File: src/rtl/gdm_pkg.sv
package gdm_pkg;
    localparam int PRIO_W = 2;
    typedef logic [PRIO_W-1:0] prio_t;
endpackage

File: src/rtl/gdm_hostq.sv
// One host submission queue: in-order storage, head is the only candidate.
// DEPTH must be a power of two, at least 2.
module gdm_hostq
    import gdm_pkg::*;
#(
    parameter int IDW   = 4,
    parameter int DEPTH = 4
) (
    input  logic           clk,
    input  logic           rst_n,
    input  logic           push,
    input  logic [IDW-1:0] push_id,
    input  prio_t          push_prio,
    input  logic           pop,
    output logic           full,
    output logic           nonempty,
    output logic [IDW-1:0] head_id,
    output prio_t          head_prio
);
    localparam int PW   = $clog2(DEPTH);
    localparam int CNTW = $clog2(DEPTH + 1);

    typedef struct packed {
        logic [DEPTH-1:0][IDW-1:0]    ids;
        logic [DEPTH-1:0][PRIO_W-1:0] prs;
        logic [PW-1:0]                rd;
        logic [PW-1:0]                wr;
        logic [CNTW-1:0]              cnt;
    } hq_t;

    hq_t s_d, s_q;

    always_comb begin
        s_d = s_q;
        if (push) begin
            s_d.ids[s_q.wr] = push_id;
            s_d.prs[s_q.wr] = push_prio;
            s_d.wr          = s_q.wr + 1'b1;
        end
        if (pop) begin
            s_d.rd = s_q.rd + 1'b1;
        end
        s_d.cnt = s_q.cnt + CNTW'(push) - CNTW'(pop);
    end

    always_ff @(posedge clk) begin
        if (!rst_n) s_q <= '0;
        else        s_q <= s_d;
    end

    assign full      = (s_q.cnt == CNTW'(DEPTH));
    assign nonempty  = (s_q.cnt != '0);
    assign head_id   = s_q.ids[s_q.rd];
    assign head_prio = s_q.prs[s_q.rd];
endmodule

File: src/rtl/gdm_deptrack.sv
// Outstanding-child counters per grid identifier, plus child-to-parent records.
module gdm_deptrack #(
    parameter int IDW = 4,
    parameter int CW  = 4
) (
    input  logic                clk,
    input  logic                rst_n,
    input  logic                launch,
    input  logic [IDW-1:0]      launch_id,
    input  logic [IDW-1:0]      launch_par,
    input  logic                done,
    input  logic [IDW-1:0]      done_id,
    output logic [(1<<IDW)-1:0] idle
);
    localparam int NID = 1 << IDW;

    typedef struct packed {
        logic [NID-1:0][CW-1:0]  cnt;
        logic [NID-1:0]          is_child;
        logic [NID-1:0][IDW-1:0] par;
    } dt_t;

    dt_t  s_d, s_q;
    logic child_done;

    always_comb begin
        s_d        = s_q;
        child_done = done && s_q.is_child[done_id];
        if (child_done) begin
            s_d.is_child[done_id] = 1'b0;
        end
        if (launch) begin
            s_d.is_child[launch_id] = 1'b1;
            s_d.par[launch_id]      = launch_par;
        end
        for (int i = 0; i < NID; i++) begin
            s_d.cnt[i] = s_q.cnt[i]
                       + CW'(launch && (launch_par == IDW'(i)))
                       - CW'(child_done && (s_q.par[done_id] == IDW'(i)));
        end
    end

    always_ff @(posedge clk) begin
        if (!rst_n) s_q <= '0;
        else        s_q <= s_d;
    end

    always_comb begin
        for (int i = 0; i < NID; i++) begin
            idle[i] = (s_q.cnt[i] == '0);
        end
    end
endmodule

File: src/rtl/gdm_devpool.sv
// Device-side pool: launched children and suspended parents awaiting their children.
module gdm_devpool
    import gdm_pkg::*;
#(
    parameter int IDW = 4,
    parameter int N   = 8
) (
    input  logic                  clk,
    input  logic                  rst_n,
    input  logic                  ins,
    input  logic                  ins_wait,
    input  logic [IDW-1:0]        ins_id,
    input  prio_t                 ins_prio,
    input  logic [(1<<IDW)-1:0]   idle,
    input  logic                  rm,
    input  logic [$clog2(N)-1:0]  rm_idx,
    output logic                  full,
    output logic                  cand_valid,
    output logic [$clog2(N)-1:0]  cand_idx,
    output logic [IDW-1:0]        cand_id,
    output prio_t                 cand_prio
);
    localparam int XW = $clog2(N);

    typedef struct packed {
        logic [N-1:0]             v;
        logic [N-1:0]             wt;
        logic [N-1:0][IDW-1:0]    ids;
        logic [N-1:0][PRIO_W-1:0] prs;
    } pool_t;

    pool_t         s_d, s_q;
    logic [XW-1:0] free_idx;
    logic          free_found;
    logic          rdy;

    always_comb begin
        free_idx   = '0;
        free_found = 1'b0;
        cand_valid = 1'b0;
        cand_idx   = '0;
        rdy        = 1'b0;
        for (int i = 0; i < N; i++) begin
            if (!s_q.v[i] && !free_found) begin
                free_found = 1'b1;
                free_idx   = XW'(i);
            end
            rdy = s_q.v[i] && (!s_q.wt[i] || idle[s_q.ids[i]]);
            if (rdy && (!cand_valid || (s_q.prs[i] > s_q.prs[cand_idx]))) begin
                cand_valid = 1'b1;
                cand_idx   = XW'(i);
            end
        end
    end

    assign full      = &s_q.v;
    assign cand_id   = s_q.ids[cand_idx];
    assign cand_prio = s_q.prs[cand_idx];

    always_comb begin
        s_d = s_q;
        if (rm) begin
            s_d.v[rm_idx] = 1'b0;
        end
        if (ins) begin
            s_d.v[free_idx]   = 1'b1;
            s_d.wt[free_idx]  = ins_wait;
            s_d.ids[free_idx] = ins_id;
            s_d.prs[free_idx] = ins_prio;
        end
    end

    always_ff @(posedge clk) begin
        if (!rst_n) s_q <= '0;
        else        s_q <= s_d;
    end
endmodule

File: src/rtl/gdm_arbiter.sv
// Strict priority across sources, rotating pointer among equal top priority.
module gdm_arbiter
    import gdm_pkg::*;
#(
    parameter int NSRC = 5
) (
    input  logic                    clk,
    input  logic                    rst_n,
    input  logic [NSRC-1:0]         req,
    input  prio_t [NSRC-1:0]        req_prio,
    input  logic                    go,
    output logic                    win_valid,
    output logic [$clog2(NSRC)-1:0] win_src
);
    localparam int SW = $clog2(NSRC);

    typedef struct packed {
        logic [SW-1:0] rr;
    } arb_t;

    arb_t  s_d, s_q;
    prio_t maxp;
    logic  found;
    int    idx;

    always_comb begin
        maxp = '0;
        for (int s = 0; s < NSRC; s++) begin
            if (req[s] && (req_prio[s] > maxp)) maxp = req_prio[s];
        end
        found   = 1'b0;
        win_src = '0;
        idx     = 0;
        for (int k = 0; k < NSRC; k++) begin
            idx = int'(s_q.rr) + k;
            if (idx >= NSRC) idx = idx - NSRC;
            if (!found && req[idx] && (req_prio[idx] == maxp)) begin
                found   = 1'b1;
                win_src = SW'(idx);
            end
        end
        win_valid = |req;
        s_d       = s_q;
        if (go && win_valid) begin
            s_d.rr = (win_src == SW'(NSRC - 1)) ? '0 : win_src + 1'b1;
        end
    end

    always_ff @(posedge clk) begin
        if (!rst_n) s_q <= '0;
        else        s_q <= s_d;
    end
endmodule

File: src/rtl/grid_dispatch_mgr.sv
module grid_dispatch_mgr
    import gdm_pkg::*;
#(
    parameter int NQ      = 4,
    parameter int QDEPTH  = 4,
    parameter int NDEV    = 8,
    parameter int IDW     = 4,
    parameter int CW      = 4,
    parameter int MAX_ACT = 32,
    localparam int NSRC   = NQ + 1,
    localparam int SW     = $clog2(NSRC),
    localparam int AW     = $clog2(MAX_ACT + 1)
) (
    input  logic               clk,
    input  logic               rst_n,
    input  logic [NQ-1:0]      sub_valid,
    output logic [NQ-1:0]      sub_ready,
    input  logic [NQ*IDW-1:0]  sub_id,
    input  logic [NQ*2-1:0]    sub_prio,
    input  logic               dev_valid,
    output logic               dev_ready,
    input  logic               dev_suspend,
    input  logic [IDW-1:0]     dev_id,
    input  logic [1:0]         dev_prio,
    input  logic [IDW-1:0]     dev_parent,
    input  logic               done_valid,
    input  logic [IDW-1:0]     done_id,
    input  logic               pause,
    output logic               disp_valid,
    output logic [IDW-1:0]     disp_id,
    output logic [1:0]         disp_prio,
    output logic [SW-1:0]      disp_src,
    output logic [AW-1:0]      active_count
);
    localparam int NID = 1 << IDW;
    localparam int XW  = $clog2(NDEV);

    typedef struct packed {
        logic [AW-1:0] act;
    } top_t;

    top_t                   s_d, s_q;
    logic [NSRC-1:0]        c_req;
    prio_t [NSRC-1:0]       c_pr;
    logic [NQ-1:0][IDW-1:0] h_id;
    logic [NQ-1:0]          h_full;
    logic                   pool_full;
    logic [XW-1:0]          pool_idx;
    logic [IDW-1:0]         pool_id;
    logic [NID-1:0]         idle;
    logic                   dev_acc;
    logic                   sus_acc;
    logic                   win_valid;
    logic [SW-1:0]          win_src;
    logic                   go;
    logic [AW-1:0]          eff;

    genvar q;
    generate
        for (q = 0; q < NQ; q++) begin : g_hq
            gdm_hostq #(.IDW(IDW), .DEPTH(QDEPTH)) u_q (
                .clk      (clk),
                .rst_n    (rst_n),
                .push     (sub_valid[q] && !h_full[q]),
                .push_id  (sub_id[q*IDW +: IDW]),
                .push_prio(sub_prio[q*2 +: 2]),
                .pop      (disp_valid && (win_src == SW'(q))),
                .full     (h_full[q]),
                .nonempty (c_req[q]),
                .head_id  (h_id[q]),
                .head_prio(c_pr[q])
            );
            assign sub_ready[q] = !h_full[q];
        end
    endgenerate

    assign dev_ready = !pool_full;
    assign dev_acc   = dev_valid && !pool_full;
    assign sus_acc   = dev_acc && dev_suspend;

    gdm_deptrack #(.IDW(IDW), .CW(CW)) u_dep (
        .clk       (clk),
        .rst_n     (rst_n),
        .launch    (dev_acc && !dev_suspend),
        .launch_id (dev_id),
        .launch_par(dev_parent),
        .done      (done_valid),
        .done_id   (done_id),
        .idle      (idle)
    );

    gdm_devpool #(.IDW(IDW), .N(NDEV)) u_pool (
        .clk       (clk),
        .rst_n     (rst_n),
        .ins       (dev_acc),
        .ins_wait  (dev_suspend),
        .ins_id    (dev_id),
        .ins_prio  (dev_prio),
        .idle      (idle),
        .rm        (disp_valid && (win_src == SW'(NQ))),
        .rm_idx    (pool_idx),
        .full      (pool_full),
        .cand_valid(c_req[NQ]),
        .cand_idx  (pool_idx),
        .cand_id   (pool_id),
        .cand_prio (c_pr[NQ])
    );

    gdm_arbiter #(.NSRC(NSRC)) u_arb (
        .clk      (clk),
        .rst_n    (rst_n),
        .req      (c_req),
        .req_prio (c_pr),
        .go       (go),
        .win_valid(win_valid),
        .win_src  (win_src)
    );

    // Slots released by completion or suspension are reusable in the same cycle.
    always_comb begin
        eff        = s_q.act - AW'(done_valid) - AW'(sus_acc);
        go         = !pause && (eff < AW'(MAX_ACT));
        disp_valid = win_valid && go;
        s_d.act    = eff + AW'(disp_valid);
        disp_id    = pool_id;
        for (int i = 0; i < NQ; i++) begin
            if (win_src == SW'(i)) disp_id = h_id[i];
        end
    end

    always_ff @(posedge clk) begin
        if (!rst_n) s_q <= '0;
        else        s_q <= s_d;
    end

    assign disp_prio    = c_pr[win_src];
    assign disp_src     = win_src;
    assign active_count = s_q.act;
endmodule

File: config.mk
export PLATFORM = sky130hd
export DESIGN_NAME = grid_dispatch_mgr
export DESIGN_NICKNAME = d
export VERILOG_FILES = /design/src/rtl/gdm_pkg.sv /design/src/rtl/gdm_hostq.sv /design/src/rtl/gdm_deptrack.sv /design/src/rtl/gdm_devpool.sv /design/src/rtl/gdm_arbiter.sv /design/src/rtl/grid_dispatch_mgr.sv
export SDC_FILE = /design/constraint.sdc
export NUM_CORES = 1
export LEC_CHECK = 0
export BUFFER_PORTS_ARGS = -buffer_cell sky130_fd_sc_hd__buf_2
export CAP_MARGIN = 20
export CORE_UTILIZATION = 60
export DETAILED_ROUTE_END_ITERATION = 8
export PLACE_DENSITY = 0.73
export SLEW_MARGIN = 20
export SYNTH_ARGS = -nofsm -noshare
export SYNTH_HDL_FRONTEND = slang
export SYNTH_SLANG_ARGS = --single-unit
File: constraint.sdc
create_clock -name clk -period 43.5 [get_ports clk]
set_input_delay 4.35 -clock clk [delete_from_list [all_inputs] [get_ports clk]]
set_output_delay 4.35 -clock clk [all_outputs]
set_load 0.05 [all_outputs]
==> results.md, run 1 <==
* Crit Path Category: reg -> out
* Final GP Congestion at 0.981
* Reg-to-reg endpoint: g_hq[0].u_q.s_q[2]$_SDFF_PN0_
* Nets at 2687
* GRT Util Overall at 32.4%
* Worst Path Arrival at 16.98 ns
* Wire per inst at 19.8 µm
* CP max FO at 22
* TritonRoute pass-1 iters at 5
* Crit path launch type: register
* CP required at 39.15 ns
* Longest Clk Path Bufs at 3
* First-pass GRT wire length at 93000 µm
* Post-Syn Area at 0.0214 mm²
* Dpl hpwl at 42300 µm
* ANT nets after route at 0
* Hold_sp: g_hq[0].u_q.s_q[13]$_SDFFE_PN0P_
* Via count at 18400
* Final WL at 58500 µm
* Number of library cell types mapped by synthesis at 100
* Final setup TNS at 0 ns
* Peak VDD IR at 0.000289 V
* DR DRC count at 0
* XOR/XNOR share of the synthesized area at 2.42%
* Worst Tran Pin Value at 1.12 ns
* Final hold vios at 0
* Buffers on Ports at 68
* Max stage delay cell, worst path: nor3b_1
* Routed vias/inst at 6.20
* R2R depth at 82
* CP endpoint kind: output port
* Outcome: finished, final reports clean
* Root buf cell: clkbuf_16
* Largest stage delay on the critical path at 0.66 ns
* Total global routing overflow at 0
* Pins Over Slew Limit at 0
* Leakage power at 9.18 nW
* Clock Sinks at 341
* Area growth syn-to-layout at 8.56%
* R2r startpoint: u_dep.s_q[138]$_SDFF_PN0_
* Number of flops mapped to enable cells by yosys at 0
* Die ar. at 0.0364 mm²
* Post-Syn Instances at 2486
* Final min period at 21.33 ns
* Die height at 191 µm
* H-Tree Depth at 2
* Initial antenna violation count at 3
* WHS Path Cells at 2
* DIE WIDTH at 191 µm
* Post-synthesis sequential area ratio at 31.9%
* Main synth FF type: dfxtp_1
* Ports at 69
* Tcrit/Tclk final at 49.0%
* RSZ-0062 raised after global routing: no
* Core area at 0.0348 mm²
* Final setup viols at 0
* Cell repeated most along the worst path: nor2_1
* CP Buf/Inv Count at 5
* Adder-Cell Fraction of Synth Area at 10.4%
* Clk_lat worst skew at 0.57 ns
* Final core utilization at 66.7%
* Hold Crit Class: reg -> reg
* Largest net degree at the start of global routing at 130
* Syn Area/Cell at 8.60 µm²
* Max transition margin at 25.3%
* Largest family of logic cells by synthesized area: simple AND/OR/NAND/NOR gates
* Clock skew at 0.0255 ns
* PD cells at 60.9 mW/mm²
* Hold EP: g_hq[0].u_q.s_q[13]$_SDFFE_PN0P_
* Vias in the first global route at 17600
* Asr flop ratio synth at 0%
* Area after DPL at 0.0219 mm²
* Drt initial violations at 1626
* Mapped Nets at 2698
* Design area at 0.0232 mm²
* Yosys warns at 0
* Hold_buf cts at 0
* Post-CTS Resized at 0
* Num rows at 68
* Worst-path clk slew at 0.06 ns
* Max Freq at 46.9 MHz
* Cell family with most CP delay: compound AO/OA/AOI/OAI gates
* Complex-gate fraction of the synthesized area at 14.0%
* Post-CTS setup buffer count at 0
* Mux contribution to synthesized area at 14.6%
* Reg-to-reg setup timing slack at 26.19 ns
* Num CTS Buffers at 39
* Post-Synth Simple-Gate Area at 20.7%
* Initial Util at 61.4%
* CTS tree: yes
* Fraction of layout cells with a size suffix above 1 at 11.8%
* Max-cap violations at 0
* Synth Register Bits at 341
## cell families (layout without fill, tap and decap cells)
family                     count (synthesis)  after routing
AOI/OAI and AO/OA                        457            457
and+or+nand+nor                          909            909
DFF                                      341            341
buffers and inverters                    337            355
other                                      0              1
adders and majority gates                164            164
xor gates and xnor gates                  59             59
muxes                                    219            219
## sequential cells by signal, indices dropped and copies added (netlist names)
signal	flops
active_count	6
g_hq.u_q.s_q	124
u_arb.s_q	3
u_dep.s_q	144
u_pool.s_q	64
## through the flow
| step | power (mW) | hold WS (ns) | instances | worst slack, ns |
|---|---|---|---|---|
| after floorplan | 0.904 | 0.433 | 2486 | 24.08 |
| after global placement | 1.06 | 0.438 | 2889 | 23.38 |
| after detailed placement | 1.07 | 0.444 | 2889 | 22.94 |
| after CTS | 1.41 | 0.451 | 2959 | 22.26 |
| after global routing | 1.49 | 0.470 | 2959 | 20.50 |
| final | 1.41 | 0.453 | 2960 | 22.17 |
## worst max path at each step
| stage | slack (ns) | endpoint | depth (start not counted) | from |
|---|---|---|---|---|
| floorplan | 24.08 | disp_prio[1] | 74 | u_dep.s_q[138]$_SDFF_PN0_ |
| global placement | 23.38 | disp_id[2] | 77 | u_dep.s_q[106]$_SDFF_PN0_ |
| detailed placement | 22.94 | disp_id[1] | 76 | u_dep.s_q[138]$_SDFF_PN0_ |
| CTS | 22.26 | disp_id[1] | 75 | u_dep.s_q[138]$_SDFF_PN0_ |
| global route | 20.50 | disp_id[1] | 72 | u_dep.s_q[138]$_SDFF_PN0_ |
| finish | 22.17 | disp_id[1] | 76 | u_dep.s_q[138]$_SDFF_PN0_ |
## cells in the mapped netlist (14+ instances only)
master    number  area [µm²]
or3_1         14        87.6
a211oi_1      14         105
mux2i_1      136        1360
fa_1          22         440
a21oi_1      199         996
nand3_1      135         676
nor2b_1       22         138
and2_1        46         288
inv_1        201         754
nand2b_1      21         131
nor4b_1       14         123
clkbuf_1     108         405
nor3_1        35         175
o21ai_0       74         370
dfxtp_1      341        6830
a21o_1        25         188
mux4_2        73        1640
ha_1         142        1780
xnor2_1       36         315
nor2_1       289        1080
nor3b_1       14         105
nand2_1      241         905
xor2_1        23         201
## layout by cell type (no fill, tap or decap), types with 35 or more instances in the layout
| cell | count |
|---|---|
| a21oi_1 | 199 |
| mux2i_1 | 136 |
| inv_1 | 201 |
| nor3_1 | 35 |
| mux4_2 | 73 |
| clkbuf_16 | 39 |
| xnor2_1 | 36 |
| buf_2 | 68 |
| ha_1 | 142 |
| dfxtp_1 | 341 |
| o21ai_0 | 74 |
| nor2_1 | 289 |
| nand3_1 | 135 |
| nand2_1 | 241 |
| and2_1 | 45 |
## report_power, final
| part | internal [mW] | switching [mW] |
|---|---|---|
| Sequential | 0.331 | 0.0187 |
| Clock | 0.206 | 0.136 |
| Combinational | 0.232 | 0.487 |
## cell type report
type | instances | area [µm²]
Clock buffer | 45 | 1030
Clock inverter | 25 | 300
Fill cell | 2929 | 11600
Inverter | 205 | 777
Multi-Input combinational cell | 1808 | 13300
Antenna cell | 1 | 2.50
Timing Repair Buffer | 80 | 430
Tap cell | 455 | 569
Sequential cell | 341 | 6830
## worst register-to-register path, delay by kind of cell, from the launching register on
kind | cells | cell delay (ns)
AO/OA/AOI/OAI | 34 | 7.51
AND/OR/NAND/NOR | 23 | 4.05
adder cells (fa/ha/maj) | 12 | 3.32
multiplexers | 5 | 0.92
buffers and inverters | 6 | 0.76
XOR/XNOR | 2 | 0.30
flip-flops | 1 | 0.30
## routing by layer
| layer | global-route usage (%) | routed length, µm | up-vias |
|---|---|---|---|
| met5 | 0 | 12 | - |
| met4 | 17.5 | 2970 | 2 |
| met3 | 4.14 | 3490 | 179 |
| met2 | 54.3 | 28000 | 679 |
| met1 | 40.5 | 24000 | 8814 |
| li1 | - | - | 8679 |
No activity file was read; power rests on OpenSTA's default activity.
==> run 2, diff against run 1 <==
clock period = 21 ns   (was 43.5 ns; I/O delays follow)
==> run 2 against run 1 <==
First-iteration DRC count fell by 13%. Critical path depth down 1. Sequential power is 110% higher. Combinational power up 110%. Global-route usage is 0.16 points higher. Worst hold slack improved by 0.0020 ns. Power increased by 110%.
==> results.md, run 2 (synthesized netlist as in run 1, its figures left out) <==
* Outcome: finished, final reports clean
* Placed Cells at 2890
* Final WL at 58900 µm
* Routed vias/inst at 6.16
* Largest net degree at the start of global routing at 130
* Biggest regs: u_dep.s_q: 144 flops, g_hq.u_q.s_q: 124 flops, u_pool.s_q: 64 flops
* Most frequent cells in the layout: 341 x dfxtp_1, 289 x nor2_1, 241 x nand2_1
* Crit Path Category: reg -> out
* Max FFs per register at 144
* Final setup TNS at 0 ns
* Max-cap violations at 0
* Nets at 2688
* Hold EP: g_hq[2].u_q.s_q[26]$_SDFFE_PN0P_
* Ports at 69
* Longest Clk Path Bufs at 3
* PD cells at 126 mW/mm²
* Final GP Congestion at 0.994
* GRT Util Overall at 32.6%
* CP required at 18.90 ns
* Reg-to-reg endpoint: g_hq[0].u_q.s_q[2]$_SDFF_PN0_
* Max Freq at 52.2 MHz
* Via count at 18300
* Buffers on Ports at 68
* Leading cell type in the layout, fill and taps excluded: dfxtp_1
* Post-CTS Resized at 0
* Max transition margin at 22.7%
* CP endpoint kind: output port
* Clk_lat worst skew at 0.57 ns
* TritonRoute pass-1 iters at 6
* WHS Path Cells at 2
* Fraction of layout cells with a size suffix above 1 at 11.5%
* CTS tree: yes
* Biggest register: u_dep.s_q
* Worst Tran Pin Value at 1.15 ns
* Die ar. at 0.0364 mm²
* Hold_buf cts at 0
* Post-Layout Cell Count at 2963
* Initial antenna violation count at 4
* Clock Sinks at 341
* Initial Util at 61.4%
* Num rows at 68
* Max stage delay cell, worst path: nor3b_1
* H-Tree Depth at 2
* Reg-to-reg setup timing slack at 3.62 ns
* Post-CTS setup buffer count at 0
* Hold Crit Class: reg -> reg
* DR DRC count at 0
* Vias in the first global route at 17600
* Dpl hpwl at 42700 µm
* Wire per inst at 19.9 µm
* First-pass GRT wire length at 93500 µm
* Total global routing overflow at 0
* Die height at 191 µm
* Leakage power at 9.19 nW
* Worst-path clk slew at 0.07 ns
* Root buf cell: clkbuf_16
* DIE WIDTH at 191 µm
* Drt initial violations at 1408
* Area growth syn-to-layout at 8.56%
* Clock skew at 0.0244 ns
* Final min period at 19.17 ns
* Pins Over Slew Limit at 0
* Worst Path Arrival at 17.07 ns
* ANT nets after route at 0
* Final hold vios at 0
* Core area at 0.0348 mm²
* Tcrit/Tclk final at 91.3%
* Num CTS Buffers at 39
* R2r startpoint: u_dep.s_q[138]$_SDFF_PN0_
* Largest stage delay on the critical path at 0.70 ns
* Hold_sp: g_hq[2].u_q.s_q[26]$_SDFFE_PN0P_
* Crit path launch type: register
* CP max FO at 15
* RSZ-0062 raised after global routing: no
* Final setup viols at 0
* R2R depth at 81
* Peak VDD IR at 0.000667 V
[run 2: area by class of cell]
cell class                      instances  area (µm²)
Clock inverter                         12         166
Antenna cell                            3        7.51
Timing Repair Buffer                   81         438
Tap cell                              455         569
Sequential cell                       341        6830
Clock buffer                           58        1160
Inverter                              205         777
Fill cell                            2893       11600
Multi-Input combinational cell       1808       13300
[run 2: power by group]
group          total, mW  switching, mW  internal (mW)
clock              0.709          0.280          0.430
combinational       1.48           1.00          0.480
sequential         0.726         0.0397          0.686
total               2.92           1.32           1.60
[run 2: layer usage]
layer | up-vias | part of all wire [%] | track usage (%) | wire [µm]
met2 | 672 | 49 | 55.8 | 28900
met5 | - | 0.025 | 0 | 15
met4 | 2 | 4.3 | 16.2 | 2550
met3 | 164 | 6.0 | 4.38 | 3500
li1 | 8690 | - | - | -
met1 | 8723 | 41 | 40.0 | 23900
[run 2: per-stage QoR]
step                      hold WS [ns]  worst slack (ns)  util [%]  cell area (µm²)  power [mW]
final                            0.455              1.83      66.7            23200        2.92
after global routing             0.465             0.197      66.7            23200        3.07
after CTS                        0.455              1.99      66.7            23200        2.92
after detailed placement         0.447              2.58      62.9            21900        2.20
after global placement           0.439              3.15      62.9            21900        2.18
after floorplan                  0.433              3.83         -            21400        1.87
[run 2: worst max path at each step]
stage                              startpoint  cells after the start           end  slack (ns)
finish              u_dep.s_q[138]$_SDFF_PN0_                     75    disp_id[1]        1.83
global route        u_dep.s_q[138]$_SDFF_PN0_                     77    disp_id[2]        0.20
CTS                 u_dep.s_q[138]$_SDFF_PN0_                     75    disp_id[2]        1.99
detailed placement  u_dep.s_q[138]$_SDFF_PN0_                     75    disp_id[2]        2.58
global placement    u_dep.s_q[138]$_SDFF_PN0_                     76    disp_id[2]        3.15
floorplan           u_dep.s_q[138]$_SDFF_PN0_                     74  disp_prio[1]        3.83
[run 2: critical path, delay by kind of cell, from the launching register on]
family                     cells  cell delay (ns)
AOI/OAI and AO/OA             36             8.02
adders and majority gates      9             2.53
buffers and inverters          4             0.63
DFF                            1             0.29
muxes                          5             1.26
and+or+nand+nor               21             3.75
